<file path="config.mk">
export PLATFORM = sky130hd
export DESIGN_NAME = tmux_bus_master
export DESIGN_NICKNAME = d
export VERILOG_FILES = /design/src/rtl/tmux_bus_master.sv
export SDC_FILE = /design/constraint.sdc
export NUM_CORES = 1
export LEC_CHECK = 0
export BUFFER_PORTS_ARGS = -buffer_cell sky130_fd_sc_hd__buf_4
export CORE_MARGIN = 10
export CORE_UTILIZATION = 48
export DETAILED_ROUTE_END_ITERATION = 16
export GPL_ROUTABILITY_DRIVEN = 0
export PLACE_DENSITY = 0.79
export RECOVER_POWER = 25
export SYNTH_ARGS = -nofsm -noshare
export SYNTH_HDL_FRONTEND = slang
export SYNTH_SLANG_ARGS = --single-unit
</file>
<file path="constraint.sdc">
create_clock -name clk -period 1.65 [get_ports clk]
set_input_delay 0.2475 -clock clk [delete_from_list [all_inputs] [get_ports clk]]
set_output_delay 0.2475 -clock clk [all_outputs]
set_load 0.03 [all_outputs]
</file>
<file path="src/rtl/tmux_bus_master.sv">
module tmux_bus_master #(
  parameter int W = 16
) (
  input  logic         clk,
  input  logic         rst_n,
  input  logic         req_valid,
  input  logic         req_write,
  input  logic [W-1:0] req_addr,
  input  logic [W-1:0] req_wdata,
  output logic         req_ready,
  output logic [W-1:0] rd_data,
  output logic         done,
  output logic [2:0]   phase,
  output logic [W-1:0] bus_out,
  output logic         bus_oe,
  input  logic [W-1:0] bus_in
);

  localparam logic [2:0] P_IDLE = 3'd0;
  localparam logic [2:0] P_T1   = 3'd1;
  localparam logic [2:0] P_T2   = 3'd2;
  localparam logic [2:0] P_T3   = 3'd3;
  localparam logic [2:0] P_T4   = 3'd4;

  logic [W-1:0] addr_q, wdata_q;
  logic         wr_q;
  logic         data_ph;

  always_ff @(posedge clk) begin
    if (!rst_n) begin
      phase   <= P_IDLE;
      done    <= 1'b0;
      rd_data <= '0;
      addr_q  <= '0;
      wdata_q <= '0;
      wr_q    <= 1'b0;
    end else begin
      done <= 1'b0;
      case (phase)
        P_IDLE: if (req_valid) begin
          phase   <= P_T1;
          addr_q  <= req_addr;
          wdata_q <= req_wdata;
          wr_q    <= req_write;
        end
        P_T1: phase <= P_T2;
        P_T2: phase <= P_T3;
        P_T3: phase <= P_T4;
        P_T4: begin
          phase <= P_IDLE;
          done  <= 1'b1;
          if (!wr_q) rd_data <= bus_in;
        end
        default: phase <= P_IDLE;
      endcase
    end
  end

  assign req_ready = (phase == P_IDLE);
  assign data_ph   = (phase == P_T3) || (phase == P_T4);
  assign bus_oe    = (phase == P_T1) || (phase == P_T2) || (data_ph && wr_q);

  always_comb begin
    case (phase)
      P_T1:       bus_out = addr_q;
      P_T2:       bus_out = {{(W-1){1'b0}}, wr_q};
      P_T3, P_T4: bus_out = wr_q ? wdata_q : '0;
      default:    bus_out = '0;
    endcase
  end

endmodule


</file>
==> metrics, run 1 <==
result of the run finished with violations; violated checks negative setup slack; Floorplan Core Area 4720 um2; number of placement rows 25; area fraction in compound gates after synthesis 0.198; Peak VDD IR between 0.0006 and 0.0007 V; Top-Level Pins 90; post-route antenna net violation count 0; leading cell type by number of instances after synthesis sky130_fd_sc_hd__dfxtp_1; proportion of synthesized chip area in sequential cells 0.454; cell taking the most area after synthesis sky130_fd_sc_hd__dfxtp_1; cell leakage power 1.60 nW; effective utilization at floorplan 0.495; Power Dens Cells between 700 and 800 nW/um2; actual transition at the worst max-transition pin around 390 ps; die boundary width 89.8 um; Min-Delay Path Depth 3; critical path type reg -> out; Layout Nets 420; post-detailed-route via-to-cell ratio roughly 5.4; maximum level of the CTS H-tree 2; headroom to the max-slew limit 0.742; total number of vias approximately 2,300; initial antenna violation count 0; worst skew pair latency approximately 310 ps; ys async rst share 0; overall die area 8060 um2; worst clock skew on the final layout between 10 and 15 ps; Gate Count Post-Synth ~270; Routed Wire Length between 8000 and 9000 um; worst endpoint data arrival time roughly 1600 ps; cell types occupying the most area after synthesis sky130_fd_sc_hd__dfxtp_1, sky130_fd_sc_hd__nand2_1, sky130_fd_sc_hd__nand3_1; maximum number of pins on one net before global-route repair 67; total of buffers placed on input and output ports 89; combinational family with the most area after synthesis simple AND/OR/NAND/NOR gates; TritonRoute pass-1 iters 4; Max Freq about 0.53 GHz; Top FF cell, synth sky130_fd_sc_hd__dfxtp_1; post-synthesis cell type count 28; cell area after synthesis around 2300 um2; smallest setup slack after layout -222 ps; Hold Worst Slack between 100 and 150 ps; clock transition at the register clock pins on the worst setup and hold paths after CTS about 100 ps; via count of the first global-routing pass 1,993; wire length of the first global-routing pass 10,100 um; final period demand of the worst path 1870 ps; flops & latches, synth 53; synthesized-area fraction occupied by xor and xnor cells 0.00375; number of max-cap violations 0; antenna diode count 0; fraction of final layout cells with drive strength greater than 1 0.602; Cell Count, Final, Fillers Out 436; kind of capture point of the worst setup path output port; mean cell area of the mapped netlist between 8 and 9 um2; post-synthesis mux area share 0; number of warnings issued by yosys 0; final hold vios 0; post-detail-place hpwl approximately 4500 um; GRT overflow 0; syn_nets between 300 and 400; CTS root buffer sky130_fd_sc_hd__clkbuf_8; RSZ-0062 raised after global routing yes; CP max FO 4; final routed wire length divided by cell count ~18 um; drt initial violations approximately 150; required time at the endpoint of the critical path around 1400 ps; number of DRC violations after detailed routing 0; setup-violating endpoint count in the final report 66; Hold/Removal Path Class in -> reg; Placed Cells around 410; GRT Overall Usage 0.149; number of cells on the worst reg-to-reg path 8; TritonCTS clock tree done; Post-synth EDFFs 0; adder and majority cell fraction of the synthesized area 0; simple-gate area share of the yosys netlist 0.272; total clock buffers created by CTS 5; CTS Sinks 53; fraction of the cycle the final worst path needs 1.13; top cells by count, synth sky130_fd_sc_hd__dfxtp_1, sky130_fd_sc_hd__nand2_1, sky130_fd_sc_hd__nand3_1, sky130_fd_sc_hd__o21ai_0, sky130_fd_sc_hd__o21ai_2; number of fill cells between 300 and 400; Bufs on Longest Clock Path 2; fraction of synthesized cell area taken by the top area cell type 0.454; floorplan die height approximately 90 um; Area growth syn-to-layout 62.5%; kind of start point of the critical path register; Slew Limit Fails 0
critical path: stages, from the launching register on:
cell and delay, ps:
sky130_fd_sc_hd__dfxtp_4 370, sky130_fd_sc_hd__buf_8 120, sky130_fd_sc_hd__nor3b_4 290, sky130_fd_sc_hd__buf_6 170, sky130_fd_sc_hd__a32oi_1 70, sky130_fd_sc_hd__o21ai_1 120, sky130_fd_sc_hd__buf_4 190
cell type report:
cell class	instances	area (um2)	share of cell area
well taps	67	83.8	0.0221
repair buffers	122	1170	0.307
clock buffers	5	68.8	0.0181
multi-input cells	186	1390	0.365
clock inverters	3	17.5	0.00461
flip-flops and latches	53	1070	0.282
power breakdown:
group | internal, mW | switching [mW]
combinational | 0.417 | 0.425
clock | 0.294 | 0.423
sequential | 1.36 | 0.0617
total | 2.07 | 0.910
metrics by stage:
stage          TNS [ps]  setup WS, ps  utilization  total power, mW  instance area, um2
2_1_floorplan         0          34.6            -             1.76                2370
3_3_place_gp          0           104        0.659             1.94                3110
3_5_place_dp          0          86.2        0.659             1.96                3110
4_1_cts           -2450          -181        0.702             2.71                3320
5_1_grt           -8490          -294        0.805             3.11                3800
6_report          -4700          -222        0.805             2.98                3800
kinds of logic after synthesis:
kind of cell / after synthesis
compound gates: 68
flops: 53
buf+inv: 27
simple gates: 117
xor+xnor: 1
worst paths after layout:
check / start / endpoint / slack [ps]
worst min-delay path: req_addr[3] / addr_q[3]$_SDFFE_PN0P_ / 140
worst max-delay path: phase[1]$_SDFFE_PN0P_ / bus_out[0] / -220
worst min register to register: rd_data[2]$_SDFFE_PN0P_ / rd_data[2]$_SDFFE_PN0P_ / 460
worst max register to register: phase[1]$_SDFFE_PN0P_ / addr_q[9]$_SDFFE_PN0P_ / -110
registers in the layout (all words and copies together) (netlist names):
name and cells:
addr_q 16, rd_data 16, done 1, wr_q 1
phase 3, wdata_q 16
repair_timing:
item	4_1_cts	5_1_grt
buffers inserted	4	7
hold buffers	0	0
endpoints found under the hold margin	0	0
pin swaps	4	43
setup endpoints to repair	16	63
gates resized for setup	22	91
cloned	1	8
per-layer routing:
metal	GRT usage	share of wire	routed length [um]	vias to the layer above
li1	-	-	-	1140
met1	0.180	0.41	3320	1129
met2	0.246	0.52	4150	66
met3	0.0366	0.054	432	8
met4	0.0606	0.015	119	0
met5	0	0	0	-
layout by cell type, fill, tap and decap left out, types with 3 or more instances in the layout:
| cell | synthesis | routed |
|---|---|---|
| sky130_fd_sc_hd__dfxtp_4 | 0 | 3 |
| sky130_fd_sc_hd__nor2_1 | 5 | 4 |
| sky130_fd_sc_hd__buf_12 | 0 | 6 |
| sky130_fd_sc_hd__clkbuf_16 | 0 | 5 |
| sky130_fd_sc_hd__o21ai_1 | 10 | 10 |
| sky130_fd_sc_hd__buf_6 | 6 | 22 |
| sky130_fd_sc_hd__a22o_4 | 0 | 5 |
| sky130_fd_sc_hd__clkbuf_1 | 7 | 4 |
| sky130_fd_sc_hd__buf_8 | 0 | 3 |
| sky130_fd_sc_hd__clkbuf_8 | 0 | 5 |
| sky130_fd_sc_hd__nand2_1 | 50 | 49 |
| sky130_fd_sc_hd__nand3_1 | 35 | 15 |
| sky130_fd_sc_hd__nand3_2 | 14 | 32 |
| sky130_fd_sc_hd__dfxtp_1 | 53 | 49 |
| sky130_fd_sc_hd__buf_4 | 3 | 82 |
| sky130_fd_sc_hd__o21ai_2 | 16 | 40 |
| sky130_fd_sc_hd__a22o_2 | 0 | 5 |
| sky130_fd_sc_hd__a22o_1 | 15 | 5 |
Note: power is estimated with default switching activity, not from simulation.
==> run 2: changes to the inputs <==
--- a/config.mk
+++ b/config.mk
@@ -6,6 +6,7 @@
 export NUM_CORES = 1
 export LEC_CHECK = 0
 export BUFFER_PORTS_ARGS = -buffer_cell sky130_fd_sc_hd__buf_4
+export CORE_ASPECT_RATIO = 1.25
 export CORE_MARGIN = 10
 export CORE_UTILIZATION = 48
 export DETAILED_ROUTE_END_ITERATION = 16
==> metrics, run 2 (synthesis results as in run 1) <==
Peak VDD IR 0.000663 V (+9.3%); total number of vias 2,111 (-9.9%); Routed Wire Length 6260 um (-22%); number of placement rows 28 (+12%); Layout Nets 399 (-5.0%); Top-Level Pins 90 (unchanged); Slew Limit Fails 0 (unchanged); violated checks negative setup slack; floorplan die height 98.0 um (+9.2%); wire length of the first global-routing pass 9940 um (-1.8%); overall die area 8080 um2 (+0.21%); initial antenna violation count 0 (unchanged); required time at the endpoint of the critical path 1400 ps (about the same); actual transition at the worst max-transition pin 402 ps (+13.5 ps); TritonCTS clock tree done; CTS root buffer sky130_fd_sc_hd__clkbuf_8; final routed wire length divided by cell count 15.4 um (-16%); kind of start point of the critical path register; Max Freq 0.571 GHz (+6.9%); Floorplan Core Area 4730 um2 (+0.13%); drt initial violations 79 (-46%); clock transition at the register clock pins on the worst setup and hold paths after CTS 90 ps (about the same); fraction of the cycle the final worst path needs 1.06 (-0.0732); antenna diode count 0 (unchanged); number of DRC violations after detailed routing 0 (unchanged); leading cell type in the layout, fill and taps excluded sky130_fd_sc_hd__buf_4; Area growth syn-to-layout 39.3%; Hold/Removal Path Class in -> reg; kind of capture point of the worst setup path output port; number of buffers added to fix hold violations after cts 0 (unchanged); max incr delay on CP 400 ps (+30 ps); headroom to the max-slew limit 0.733 (-0.00894); post-route antenna net violation count 0 (unchanged); final hold vios 0 (unchanged); post-route cell area 3260 um2 (-14%); post-detailed-route via-to-cell ratio 5.19 (-3.5%); Largest regs addr_q x16, rd_data x16, wdata_q x16; commonest non-fill, non-tap cells in the layout sky130_fd_sc_hd__buf_4, sky130_fd_sc_hd__nand2_1, sky130_fd_sc_hd__dfxtp_1, sky130_fd_sc_hd__nand3_1, sky130_fd_sc_hd__o21ai_0; area of placed instances 3080 um2 (-0.84%); total of buffers placed on input and output ports 89 (unchanged); setup-violating endpoint count in the final report 16 (-76%); result of the run finished with violations; maximum number of pins on one net before global-route repair 67 (unchanged); critical path type reg -> out; smallest setup slack after layout -101 ps (+121 ps); effective utilization at floorplan 0.494 (-0.000655); chain of cells forming the critical path nand4bb_4 -> nand2_2 -> buf_12 -> a22o_2 -> buf_6; Power Total 2.74 mW (-7.9%); Power Dens Cells 842 nW/um2 (+7.5%); GRT Overall Usage 0.150 (+0.00149); Bufs on Longest Clock Path 2 (unchanged); worst clock skew on the final layout 4.43 ps (-6.98 ps); final period demand of the worst path 1750 ps (-121 ps); worst endpoint data arrival time 1500 ps (-120 ps); TritonRoute pass-1 iters 4 (unchanged); CTS Sinks 53 (unchanged); cell with the largest stage delay on the worst path sky130_fd_sc_hd__dfxtp_4; total clock buffers created by CTS 5 (unchanged); post-detail-place hpwl 4460 um (-0.69%); worst skew pair latency 300 ps (about the same); fraction of final layout cells with drive strength greater than 1 0.424 (-0.178); post-place setup slack 91.3 ps (+5.07 ps); GRT overflow 0 (unchanged); die boundary width 82.4 um (-8.2%); maximum level of the CTS H-tree 2 (unchanged); RSZ-0062 raised after global routing yes; number of max-cap violations 0 (unchanged); cell leakage power 1.30 nW (-18%); via count of the first global-routing pass 2,111 (+5.9%); CP max FO 15 (+11)
run 2: cell types whose count changed in the layout (fill, tap and decap cells not counted), sizes merged:
| cell | delta |
|---|---|
| clkinv | -1 |
| clkbuf | +7 |
| clkinvlp | -1 |
| buf | -27 |
run 2: final timing paths:
check	to	slack, ps	startpoint	cells past startpoint
setup / recovery	bus_out[6]	-100	phase[0]$_SDFFE_PN0P_	5
hold / removal	addr_q[3]$_SDFFE_PN0P_	160	req_addr[3]	3
setup reg to reg	rd_data[13]$_SDFFE_PN0P_	130	phase[1]$_SDFFE_PN0P_	5
hold reg to reg	addr_q[11]$_SDFFE_PN0P_	450	addr_q[11]$_SDFFE_PN0P_	2
run 2: critical path, delay by kind of cell (launching register included):
| family | cells | cell delay [ps] |
|---|---|---|
| compound gates | 1 | 260 |
| buf+inv | 2 | 290 |
| flops | 1 | 400 |
| simple gates | 2 | 250 |
run 2: what timing repair did:
item | CTS | global route
buffers inserted | 3 | 0
setup endpoints to repair | 16 | 17
pin swaps | 1 | 3
hold endpoints to repair | 0 | 0
cloned | 0 | 0
gates resized for setup | 22 | 5
run 2: per-layer routing:
layer / vias up / track usage / part of all wire / routed length (um)
met5: - / 0 / 0 / 0
met4: 0 / 0.0472 / 0.015 / 95
met3: 6 / 0.0798 / 0.12 / 746
met2: 76 / 0.238 / 0.46 / 2860
met1: 938 / 0.168 / 0.41 / 2560
li1: 1091 / - / - / -
run 2: through the flow:
stage | instances | hold slack, ps | utilization | setup TNS (ps)
finish | 407 | 161 | 0.689 | -1390
detailed placement | 397 | 443 | 0.652 | 0
global route | 407 | 168 | 0.689 | -2420
floorplan | 266 | 378 | - | 0
CTS | 407 | 156 | 0.697 | -1380
global placement | 397 | 438 | 0.652 | 0
run 2: power by group:
part / internal (mW) / total, mW / switching [mW]
combinational: 0.254 / 0.544 / 0.290
sequential: 1.36 / 1.41 / 0.0551
clock: 0.381 / 0.786 / 0.405
run 2: cell type report:
type	instances	area [um2]
clock buffer	6	93.8
clock inverter	1	5.00
fill	409	1470
multi-input combinational	186	1170
sequential	53	1070
tap	60	75.1
timing repair buffer	101	837
==> run 3: changes to the inputs <==
--- a/config.mk
+++ b/config.mk
@@ -11,7 +11,7 @@
 export CORE_UTILIZATION = 48
 export DETAILED_ROUTE_END_ITERATION = 16
 export GPL_ROUTABILITY_DRIVEN = 0
-export PLACE_DENSITY = 0.79
+export PLACE_DENSITY = 0.84
 export RECOVER_POWER = 25
 export SYNTH_ARGS = -nofsm -noshare
 export SYNTH_HDL_FRONTEND = slang
==> metrics, run 3 (synthesis results as in run 1) <==
cell leakage power 1.33 nW (+2.0%); post-route antenna net violation count 0 (unchanged); fraction of the cycle the final worst path needs 1.10 (+0.0338); worst endpoint data arrival time 1560 ps (+60 ps); kind of start point of the critical path register; post-detail-place hpwl 4520 um (+1.3%); chain of cells forming the critical path buf_6 -> nand4b_1 -> nand2_2 -> buf_12 -> a22o_2 -> buf_6; commonest non-fill, non-tap cells in the layout sky130_fd_sc_hd__buf_4, sky130_fd_sc_hd__nand2_1, sky130_fd_sc_hd__dfxtp_1, sky130_fd_sc_hd__nand3_1, sky130_fd_sc_hd__o21ai_0; CTS Sinks 53 (unchanged); Largest regs addr_q x16, rd_data x16, wdata_q x16; maximum level of the CTS H-tree 2 (unchanged); wire length of the first global-routing pass 10,100 um (+1.6%); antenna diode count 0 (unchanged); worst clock skew on the final layout 3.23 ps (-1.19 ps); Peak VDD IR 0.000637 V (-4.0%); number of max-cap violations 0 (unchanged); clock transition at the register clock pins on the worst setup and hold paths after CTS 90 ps (about the same); post-detailed-route via-to-cell ratio 5.19 (about the same); GRT overflow 0 (unchanged); final hold vios 0 (unchanged); CTS root buffer sky130_fd_sc_hd__clkbuf_8; most used cell along the critical path sky130_fd_sc_hd__buf_6; floorplan die height 98.0 um (unchanged); required time at the endpoint of the critical path 1400 ps (about the same); result of the run finished with violations; total clock buffers created by CTS 5 (unchanged); final routed wire length divided by cell count 15.4 um (+0.36%); setup-violating endpoint count in the final report 27 (+11); headroom to the max-slew limit 0.731 (-0.00276); fraction of final layout cells with drive strength greater than 1 0.426 (+0.00251); via count of the first global-routing pass 2,073 (-1.8%); Bufs on Longest Clock Path 2 (unchanged); TritonRoute pass-1 iters 4 (unchanged); effective utilization at floorplan 0.494 (unchanged); CP max FO 12 (-3); number of fill cells 420 (+2.7%); leading cell type in the layout, fill and taps excluded sky130_fd_sc_hd__buf_4; kind of capture point of the worst setup path output port; Area growth syn-to-layout 39.3% (unchanged); TritonCTS clock tree done; Routed Wire Length 6360 um (+1.6%); initial antenna violation count 0 (unchanged); CP delay by family, top buffers and inverters; Power Dens Cells 823 nW/um2 (-2.3%); number of DRC violations after detailed routing 0 (unchanged); worst skew pair latency 300 ps (about the same); total of buffers placed on input and output ports 89 (unchanged); Hold/Removal Path Class in -> reg; smallest setup slack after layout -157 ps (-55.7 ps); Power Total 2.68 mW (-2.3%); actual transition at the worst max-transition pin 404 ps (+2.42 ps); share of the core filled with cells 0.689 (unchanged); total number of vias 2,137 (+1.2%); drt initial violations 69 (-13%); maximum number of pins on one net before global-route repair 67 (unchanged); violated checks negative setup slack; number of placement rows 28 (unchanged); GRT Overall Usage 0.153 (+0.00255); critical path type reg -> out; die boundary width 82.4 um (unchanged); Max Freq 0.553 GHz (-3.1%); Floorplan Core Area 4730 um2 (unchanged); Layout Nets 403 (+1.0%); cell with the largest stage delay on the worst path sky130_fd_sc_hd__dfxtp_2; final period demand of the worst path 1810 ps (+55.7 ps); Buf+Inv Stages, Crit Path 3 (+1); overall die area 8080 um2 (unchanged); RSZ-0062 raised after global routing yes; max incr delay on CP 350 ps (-50 ps); Slew Limit Fails 0 (unchanged); Top-Level Pins 90 (unchanged)
## run 3: cell types whose count changed in the layout (fill, tap and decap cells not counted), sizes merged
cell,before,now
buf,86,95
clkbuf,21,18
clkinv,1,0
## run 3: worst reg2reg max path, stage by stage, from the launching register on
cell and delay (ps):
sky130_fd_sc_hd__dfxtp_2 350, sky130_fd_sc_hd__buf_6 110, sky130_fd_sc_hd__or4b_2 710, sky130_fd_sc_hd__buf_12 220
sky130_fd_sc_hd__nand3_1 120, sky130_fd_sc_hd__o21ai_2 60
## run 3: layer usage
metal,track usage,vias to the layer above,share of wire
met5,0,-,0
met4,0.0276,0,0.0035
met3,0.0743,4,0.11
met2,0.247,71,0.47
met1,0.179,967,0.42
li1,-,1095,-
## run 3: report_power, final
part	leakage, nW	switching (mW)	total, mW	internal [mW]
Clock	0.0395	0.405	0.707	0.303
Sequential	0.435	0.0530	1.41	1.36
Combinational	0.855	0.295	0.561	0.267
## run 3: per-stage QoR
step	instance area (um2)	setup TNS [ps]	hold WS (ps)	worst slack, ps	cells
after detailed placement	3090	0	443	69.0	399
final	3260	-2340	156	-157	412
after CTS	3290	-2360	148	-152	412
after floorplan	2370	0	378	34.6	266
after global routing	3260	-4090	168	-221	412
after global placement	3090	0	439	126	399
## run 3: final timing paths
path,start,endpoint,depth (start not counted),slack (ps)
max,phase[0]$_SDFFE_PN0P_,bus_out[6],6,-160
min,req_wdata[0],wdata_q[0]$_SDFFE_PN0P_,3,160
max reg2reg,phase[0]$_SDFFE_PN0P_,rd_data[13]$_SDFFE_PN0P_,5,-30
min reg2reg,addr_q[7]$_SDFFE_PN0P_,addr_q[7]$_SDFFE_PN0P_,2,450
## run 3: repair_timing
action                                  4_1_cts  5_1_grt
hold endpoints to repair                      0        0
gates cloned                                  1        0
hold buffers                                  0        0
endpoints found under the setup margin       17       33
resized for setup                            21        0
setup buffers                                 4        0
pin swaps                                     2        0
## run 3: area by class of cell
cell class	count	area (um2)	area share
multi-input cells	186	1130	0.348
flip-flops and latches	53	1070	0.329
repair buffers	105	897	0.275
clock buffers	8	80.1	0.0246
well taps	60	75.1	0.0231
